===== src/rtl/adc_host_pkg.sv =====
package adc_host_pkg;
  localparam int ADDR_W   = 2;  // diff/single select, then channel/sign
  localparam int CMD_LEN  = 5;  // start + address + two dummy
  localparam int NULL_LEN = 2;

  typedef enum logic {
    ST_IDLE = 1'b0,
    ST_XFER = 1'b1
  } host_state_e;
endpackage


===== src/rtl/adc_sclk_gen.sv =====
module adc_sclk_gen #(
  parameter int HALF_DIV = 4
) (
  input  logic clk_i,
  input  logic rst_ni,
  input  logic run_i,
  output logic sclk_o,
  output logic rise_o,
  output logic fall_o,
  output logic hi_head_o
);
  localparam int CNT_W = (HALF_DIV > 1) ? $clog2(HALF_DIV) : 1;

  logic [CNT_W-1:0] ph_q;
  logic             sclk_q;
  logic             ph_last;

  assign ph_last = (ph_q == CNT_W'(HALF_DIV - 1));

  always_ff @(posedge clk_i or negedge rst_ni) begin
    if (!rst_ni) begin
      ph_q   <= '0;
      sclk_q <= 1'b0;
    end else if (!run_i) begin
      ph_q   <= '0;
      sclk_q <= 1'b0;
    end else if (ph_last) begin
      ph_q   <= '0;
      sclk_q <= ~sclk_q;
    end else begin
      ph_q <= ph_q + 1'b1;
    end
  end

  assign sclk_o    = sclk_q;
  assign rise_o    = run_i & ~sclk_q & ph_last;
  assign fall_o    = run_i &  sclk_q & ph_last;
  assign hi_head_o = run_i &  sclk_q & (ph_q == '0);
endmodule


===== src/rtl/adc_cmd_tx.sv =====
module adc_cmd_tx
  import adc_host_pkg::*;
#(
  parameter int IDX_W = 4
) (
  input  logic              clk_i,
  input  logic              rst_ni,
  input  logic              load_i,
  input  logic [ADDR_W-1:0] chan_i,
  input  logic [IDX_W-1:0]  idx_i,
  input  logic              release_i,
  input  logic              clear_i,
  output logic              sdata_o,
  output logic              oe_o
);
  localparam int DUMMY_LEN = CMD_LEN - 1 - ADDR_W;

  logic [CMD_LEN-1:0] cmd_q;
  logic [CMD_LEN-1:0] cmd_sh;
  logic               oe_q;

  always_ff @(posedge clk_i or negedge rst_ni) begin
    if (!rst_ni) begin
      cmd_q <= '0;
      oe_q  <= 1'b0;
    end else if (load_i) begin
      cmd_q <= {1'b1, chan_i, {DUMMY_LEN{1'b0}}};
      oe_q  <= 1'b1;
    end else if (release_i || clear_i) begin
      oe_q <= 1'b0;
    end
  end

  // bit for the current period; shifts past the word yield 0
  assign cmd_sh  = cmd_q << idx_i;
  assign sdata_o = oe_q & cmd_sh[CMD_LEN-1];
  assign oe_o    = oe_q;
endmodule


===== src/rtl/adc_res_rx.sv =====
module adc_res_rx #(
  parameter int RES_W = 8
) (
  input  logic             clk_i,
  input  logic             rst_ni,
  input  logic             shift_i,
  input  logic             sdata_i,
  output logic [RES_W-1:0] data_o
);
  logic [RES_W-1:0] sh_q;

  always_ff @(posedge clk_i or negedge rst_ni) begin
    if (!rst_ni)      sh_q <= '0;
    else if (shift_i) sh_q <= {sh_q[RES_W-2:0], sdata_i};
  end

  assign data_o = sh_q;
endmodule


===== src/rtl/adc_serial_host.sv =====
module adc_serial_host
  import adc_host_pkg::*;
#(
  parameter int HALF_DIV = 4,
  parameter int RES_W    = 8
) (
  input  logic              clk_i,
  input  logic              rst_ni,
  input  logic              start_i,
  input  logic [ADDR_W-1:0] chan_i,
  output logic              busy_o,
  output logic [RES_W-1:0]  result_o,
  output logic              valid_o,
  output logic              cs_no,
  output logic              sclk_o,
  output logic              sdata_o,
  output logic              sdata_oe_o,
  input  logic              sdata_i
);
  localparam int NUM_SCLK  = CMD_LEN + NULL_LEN + RES_W;
  localparam int IDX_W     = $clog2(NUM_SCLK);
  localparam int FIRST_RES = CMD_LEN + NULL_LEN;

  host_state_e      state_q;
  logic [IDX_W-1:0] idx_q;
  logic             valid_q;
  logic [RES_W-1:0] result_q;
  logic [RES_W-1:0] shreg;
  logic             run, rise, fall, hi_head;
  logic             accept, done, release_pin, shift_in;

  assign run         = (state_q == ST_XFER);
  assign accept      = (state_q == ST_IDLE) & start_i;
  assign done        = fall & (idx_q == IDX_W'(NUM_SCLK - 1));
  // release in the high half of the last command period
  assign release_pin = hi_head & (idx_q == IDX_W'(CMD_LEN - 1));
  assign shift_in    = rise & (idx_q >= IDX_W'(FIRST_RES));

  adc_sclk_gen #(.HALF_DIV(HALF_DIV)) u_sclk (
    .clk_i     (clk_i),
    .rst_ni    (rst_ni),
    .run_i     (run),
    .sclk_o    (sclk_o),
    .rise_o    (rise),
    .fall_o    (fall),
    .hi_head_o (hi_head)
  );

  adc_cmd_tx #(.IDX_W(IDX_W)) u_cmd (
    .clk_i     (clk_i),
    .rst_ni    (rst_ni),
    .load_i    (accept),
    .chan_i    (chan_i),
    .idx_i     (idx_q),
    .release_i (release_pin),
    .clear_i   (done),
    .sdata_o   (sdata_o),
    .oe_o      (sdata_oe_o)
  );

  adc_res_rx #(.RES_W(RES_W)) u_rx (
    .clk_i   (clk_i),
    .rst_ni  (rst_ni),
    .shift_i (shift_in),
    .sdata_i (sdata_i),
    .data_o  (shreg)
  );

  always_ff @(posedge clk_i or negedge rst_ni) begin
    if (!rst_ni) begin
      state_q  <= ST_IDLE;
      idx_q    <= '0;
      valid_q  <= 1'b0;
      result_q <= '0;
    end else begin
      valid_q <= 1'b0;
      if (accept) begin
        state_q <= ST_XFER;
        idx_q   <= '0;
      end else if (done) begin
        state_q  <= ST_IDLE;
        valid_q  <= 1'b1;
        result_q <= shreg;
      end else if (fall) begin
        idx_q <= idx_q + 1'b1;
      end
    end
  end

  assign busy_o   = run;
  assign cs_no    = ~run;
  assign valid_o  = valid_q;
  assign result_o = result_q;
endmodule


===== config.mk =====
export PLATFORM = sky130hd
export DESIGN_NAME = adc_serial_host
export DESIGN_NICKNAME = d
export VERILOG_FILES = /design/src/rtl/adc_host_pkg.sv /design/src/rtl/adc_sclk_gen.sv /design/src/rtl/adc_cmd_tx.sv /design/src/rtl/adc_res_rx.sv /design/src/rtl/adc_serial_host.sv
export SDC_FILE = /design/constraint.sdc
export NUM_CORES = 1
export LEC_CHECK = 0
export BUFFER_PORTS_ARGS = -buffer_cell sky130_fd_sc_hd__buf_4
export CORE_UTILIZATION = 54
export DETAILED_ROUTE_END_ITERATION = 10
export GPL_TIMING_DRIVEN = 0
export PLACE_DENSITY_LB_ADDON = 0.1
export SETUP_SLACK_MARGIN = 0.4
export SLEW_MARGIN = 10
export SYNTH_ARGS = -nofsm -noshare
export SYNTH_HDL_FRONTEND = slang
export SYNTH_SLANG_ARGS = --single-unit

===== constraint.sdc =====
create_clock -name clk_i -period 2.13 [get_ports clk_i]
set_input_delay 0.213 -clock clk_i [delete_from_list [all_inputs] [get_ports clk_i]]
set_output_delay 0.213 -clock clk_i [all_outputs]
set_load 0.01 [all_outputs]

Word-level counts from Yosys, hierarchy flattened
Cells that the tools add are included.
{"block": "word_totals", "register_bits": 29, "wordCells": 51, "output_inout_bits": 14}
{"block": "classes", "n_reduce_logical": 7, "n_lt_le_gt_ge": 1, "n_bitwise": 13, "n_eq_ne": 5, "n_shift": 1, "add_sub_neg": 2, "n_mux": 13}
{"cell": "$mux 4", "n": 3}
{"cell": "$and 1x1->1", "n": 10}
{"cell": "$mux 1", "n": 8}
{"cell": "$reduce_bool 2->1", "n": 3}
{"cell": "$shl 5x4->5", "n": 1}
{"cell": "$add 4x1->4 const B", "n": 1}
{"cell": "$eq 4x3->1 const B", "n": 1}
{"cell": "$eq 4x4->1 const B", "n": 1}
{"cell": "$ge 4x3->1 const B", "n": 1}
{"cell": "$mux 2", "n": 2}
{"cell": "$reduce_and 2->1", "n": 2}
{"cell": "$not 1->1", "n": 3}
{"cell": "$add 2x1->2 const B", "n": 1}
{"cell": "$eq 2x2->1 const B", "n": 1}
{"cell": "$logic_not 2->1", "n": 1}
{"cell": "$ne 2x1->1 const B", "n": 1}
{"cell": "$ne 2x2->1 const B", "n": 1}
{"cell": "$logic_or 1x1->1", "n": 1}

Logic depth before layout (Yosys ltp)
{"block": "logic_depth", "depth_word": 6, "ltp_mapped": 6, "depth_no_buf": 5}

Hierarchy
Synthesis repeated with hierarchy kept, for this count alone.
{"block": "unflattened", "hier_cells": 99, "area_unflattened_um2": 1338.8}
{"module": "adc_serial_host", "cells_per_inst": 54, "area_per_inst_um2": 661.9, "instances": 1}
{"module": "adc_res_rx", "cells_per_inst": 17, "area_per_inst_um2": 331.6, "instances": 1}
{"module": "adc_cmd_tx", "cells_per_inst": 13, "area_per_inst_um2": 187.7, "instances": 1}
{"module": "adc_sclk_gen", "cells_per_inst": 15, "area_per_inst_um2": 157.7, "instances": 1}

Least setup slack after synthesis
Ideal clock, no wire load.
{"block": "synth_path", "path_kind": "flip-flop to flip-flop", "startpoint": "register idx_q[0]", "endpoint": "register result_q[0], in the netlist result_o[0]", "setup_slack_ns": 0.568, "path_stages_with_launch": 7, "path_buffers": 1, "arrival_ns": 1.438, "setup_time_ns": 0.125, "period_less_slack_ns": 1.562, "cell_sequence": "dfrtp_1 > inv_1 > ha_1 > nand2_1 > nor3_2 > buf_4 > mux2_2"}
{"block": "synth_via", "elab_chain_len": 3}
{"item": "start, declared", "line_no": "adc_serial_host.sv:25", "rtl": "logic [IDX_W-1:0] idx_q;"}
{"item": "start signal, assigned", "line_no": "adc_serial_host.sv:85", "rtl": "idx_q <= idx_q + 1'b1;"}
{"item": "$eq 4x4->1", "line_no": "adc_serial_host.sv:34", "rtl": "assign done = fall & (idx_q == IDX_W'(NUM_SCLK - 1));"}
{"item": "$and 1x1->1", "line_no": "adc_serial_host.sv:34"}
{"item": "$reduce_and 2->1 (no source line)"}
{"item": "end signal, assigned", "line_no": "adc_serial_host.sv:83", "rtl": "result_q <= shreg;"}
{"item": "end, declared", "line_no": "adc_serial_host.sv:27", "rtl": "logic [RES_W-1:0] result_q;"}
No other way between the ends.
A chain may end at the register's enable or synchronous reset.

Worst setup path in the final report
{"block": "layout_path", "startpoint": "register idx_q[0]", "endpoint": "register result_q[3], in the netlist result_o[3]"}
Same word-level chain as after synthesis.

==> metrics.md <==
| Metric | Value |
|---|---|
| Outcome | `completed` |
| Finish-stage setup viols | `0` |
| Setup TNS | `0 ps` |
| DR WL/cell | `between 10 and 15 um` |
| NetSw | `583 uW` |
| Clock Pin Slew Worst Setup and Hold Paths | `90 ps` |
| Syn Std Cell Area | `~0.0013 mm^2` |
| Final WL | `between 2 and 2.5 mm` |
| I/O pins | `20` |
| Critical path class | `flop to flop` |
| CTS Buffer Depth | `2` |
| Share of layout cells above drive strength 1 | `0.438` |
| Worst Max-Slew Pin Slew | `359 ps` |
| Most frequent cells in the layout | `dfrtp_1, buf_4, mux2_2` |
| CP max FO | `10` |
| Global-route track usage on met3 | `0.0758` |
| Grt total ovfl | `0` |
| Tmin final | `1670 ps` |
| Layout Skew | `4.20 ps` |
| FMAX | `between 500 and 600 MHz` |
| Area taken by multi-input logic gates | `slightly above 500 um^2` |
| Synth Register Bits | `29` |
| Post-DRT Antenna Nets | `0` |
| Chip width | `approximately 50 um` |
| Core Area | `about 0.0022 mm^2` |
| Final standard cell area without fillers | `0.00156 mm^2` |
| Fin crit share | `0.783` |
| Power Density | `roughly 1100 mW/mm^2` |
| First-pass iteration count of the detailed router | `2` |
| CP startpoint | `idx_q[0]$_DFFE_PN0P_` |
| Final hold vios | `0` |
| First-pass GRT wire length | `3.58 mm` |
| Final #Nets | `138` |
| Die Height | `roughly 50 um` |
| Netlist cell types | `25` |
| Commonest non-fill, non-tap cell in the layout | `dfrtp_1` |
| CTS H-tree depth | `2` |
| ANT cells | `0` |
| Die area | `between 0.002 and 0.003 mm^2` |
| Hold WS | `99.4 ps` |
| Residual DRC count | `0` |
| VDD IR max | `675 uV` |
| Setup crit end kind | `flop` |
| Worst min path class | `primary input to flop` |
| DR iter-0 viols | `6` |
| All-layer global routing usage | `0.204` |
| Max_slew headroom | `0.761` |
| Clock power share | `0.220` |
| Syn Nets | `107` |
| Leak pwr | `0.805 nW` |
| Vias | `813` |
| Switching share of power | `0.337` |
| Unrepaired setup endpoints after global routing | `yes` |
| Reg2Reg Capture Point | `result_o[3]$_DFFE_PN0P_` |
| CTS buffer count | `5` |
| Max_cap viols | `0` |
| R2R Setup Slk | `460 ps` |
| Clock sink count | `29` |
| Register area | `about 730 um^2` |
| Layer carrying the most global-route usage | `met2` |
| Sequential share of power | `0.454` |
| Seq/Total Area, Yosys | `0.579` |
| Reg2reg path depth | `6` |
| FF-to-FF Start | `idx_q[0]$_DFFE_PN0P_` |
| Final core utilization | `0.712` |
| Vias in the first global route | `between 800 and 900` |
| Post-Place Cell Area | `between 0.001 and 0.0015 mm^2` |
| Comb pwr share | `0.325` |
| Starting Density | `0.572` |
| DP Wirelength | `1.42 mm` |
| Post-Syn Instances | `96` |
| Total power | `~1.7 mW` |
| CP arrival | `1890 ps` |
| Startpoint Class | `flop` |
| Largest net degree at the start of global routing | `30` |
| Met2 GRT Util | `0.309` |
| Initial antenna violation count | `0` |
| CTS tree | `built` |
| Clk Latency, worst-skew pair | `330 ps` |
| Slew Limit Fails | `0` |
| Via density | `5.21` |
| Core Rows | `17` |
| Worst Setup EP | `result_o[3]$_DFFE_PN0P_` |
| Req. time, crit path | `roughly 2400 ps` |
| Area delta synth->final | `24.4%` |
| Int Power | `roughly 1.1 mW` |
| RePlAce Congestion | `0.782` |
| # fillers | `155` |
| Met1 Resource Use GR | `0.233` |
| PortBufs | `19` |
| YS warnings | `0` |
| CTS Root Cell | `clkbuf_4` |
| Post-synthesis area per instance | `about 13 um^2` |
| Worst Hold Launch | `start_i` |
-- sequential cells by signal, summed over array words and instances (netlist names) --
register / flops
busy_o: 1
idx_q: 4
result_o: 8
u_cmd.cmd_q: 3
u_cmd.oe_o: 1
u_rx.data_o: 8
u_sclk.ph_q: 2
u_sclk.sclk_o: 1
valid_o: 1
-- metal layers --
layer	share of wire	vias to the layer above
li1	-	392
met5	0	-
met2	0.48	18
met3	0.044	9
met1	0.44	394
met4	0.037	0
-- layout make-up --
class,count,share of cell area
repair buffers,24,0.117
well taps,28,0.0225
flip-flops and latches,29,0.465
inverters,7,0.0169
multi-input cells,58,0.323
plain buffers,2,0.0104
clock buffers,7,0.0417
clock inverters,1,0.00321
-- stage by stage --
| step | setup WS (ps) | cells |
|---|---|---|
| 2_1_floorplan | 568 | 96 |
| 3_3_place_gp | 426 | 143 |
| 3_5_place_dp | 364 | 143 |
| 4_1_cts | 419 | 154 |
| 5_1_grt | 382 | 156 |
| 6_report | 463 | 156 |
-- critical path, stage by stage (launching register included) --
cell and delay, ps:
dfrtp_1 390, inv_1 100, ha_2 200, nand2_1 90, nor3_4 240, buf_6 180
mux2_2 340
-- synthesized netlist by cell type --
cell type	instances	area (um^2)
nand2_1	6	22.5
o21ai_0	3	15.0
nor3_2	1	10.0
ha_1	5	62.6
buf_4	1	7.51
nand4_1	1	6.26
o41ai_1	1	8.76
nand2_2	1	6.26
buf_2	1	5.00
nor3_1	1	5.00
nand3b_1	1	7.51
mux2_2	18	203
a21oi_1	2	10.0
nand2b_1	2	12.5
o211ai_1	1	7.51
mux2i_1	4	40.0
xnor2_1	1	8.76
nor4_1	1	6.26
and2_1	1	6.26
nor3b_1	1	7.51
and3_1	2	12.5
nor3_4	1	16.3
nor2_1	4	15.0
inv_1	7	26.3
dfrtp_1	29	726
-- cells by family (layout without fill, tap and decap cells) --
| logic type | after synthesis | count (layout) | synth area share |
|---|---|---|---|
| AND/OR/NAND/NOR | 23 | 23 | 0.107 |
| buffers and inverters | 9 | 41 | 0.0309 |
| XOR/XNOR | 1 | 1 | 0.00699 |
| adder cells (fa/ha/maj) | 5 | 5 | 0.0499 |
| multiplexers | 22 | 22 | 0.194 |
| AO/OA/AOI/OAI | 7 | 7 | 0.0329 |
| flip-flops | 29 | 29 | 0.579 |
-- power groups by stage --
stage / clock network (mW) / logic, mW / registers [mW]
finish: 0.380 / 0.562 / 0.785
global route: 0.417 / 0.629 / 0.809
CTS: 0.394 / 0.546 / 0.784
detailed placement: 0 / 0.489 / 0.805
global placement: 0 / 0.465 / 0.796
floorplan: 0 / 0.351 / 0.786
-- timing repair --
action                     4_1_cts  5_1_grt
setup buffers                    2        2
setup endpoints to repair        9       15
resized for setup                3        1
pin swaps                        0        1
hold buffers                     1        0
hold endpoints to repair        29        0
gates cloned                     0        0
-- worst min path at each step --
| stage | to | depth (start not counted) |
|---|---|---|
| after floorplan | busy_o$_DFFE_PN0P_ | 0 |
| after CTS | busy_o$_DFFE_PN0P_ | 3 |
| after global placement | u_sclk.sclk_o$_DFFE_PN0P_ | 1 |
| final | busy_o$_DFFE_PN0P_ | 3 |
| after detailed placement | u_sclk.sclk_o$_DFFE_PN0P_ | 1 |
| after global routing | u_rx.data_o[0]$_DFFE_PN0P_ | 2 |
Note: power is estimated with default switching activity, not from simulation.
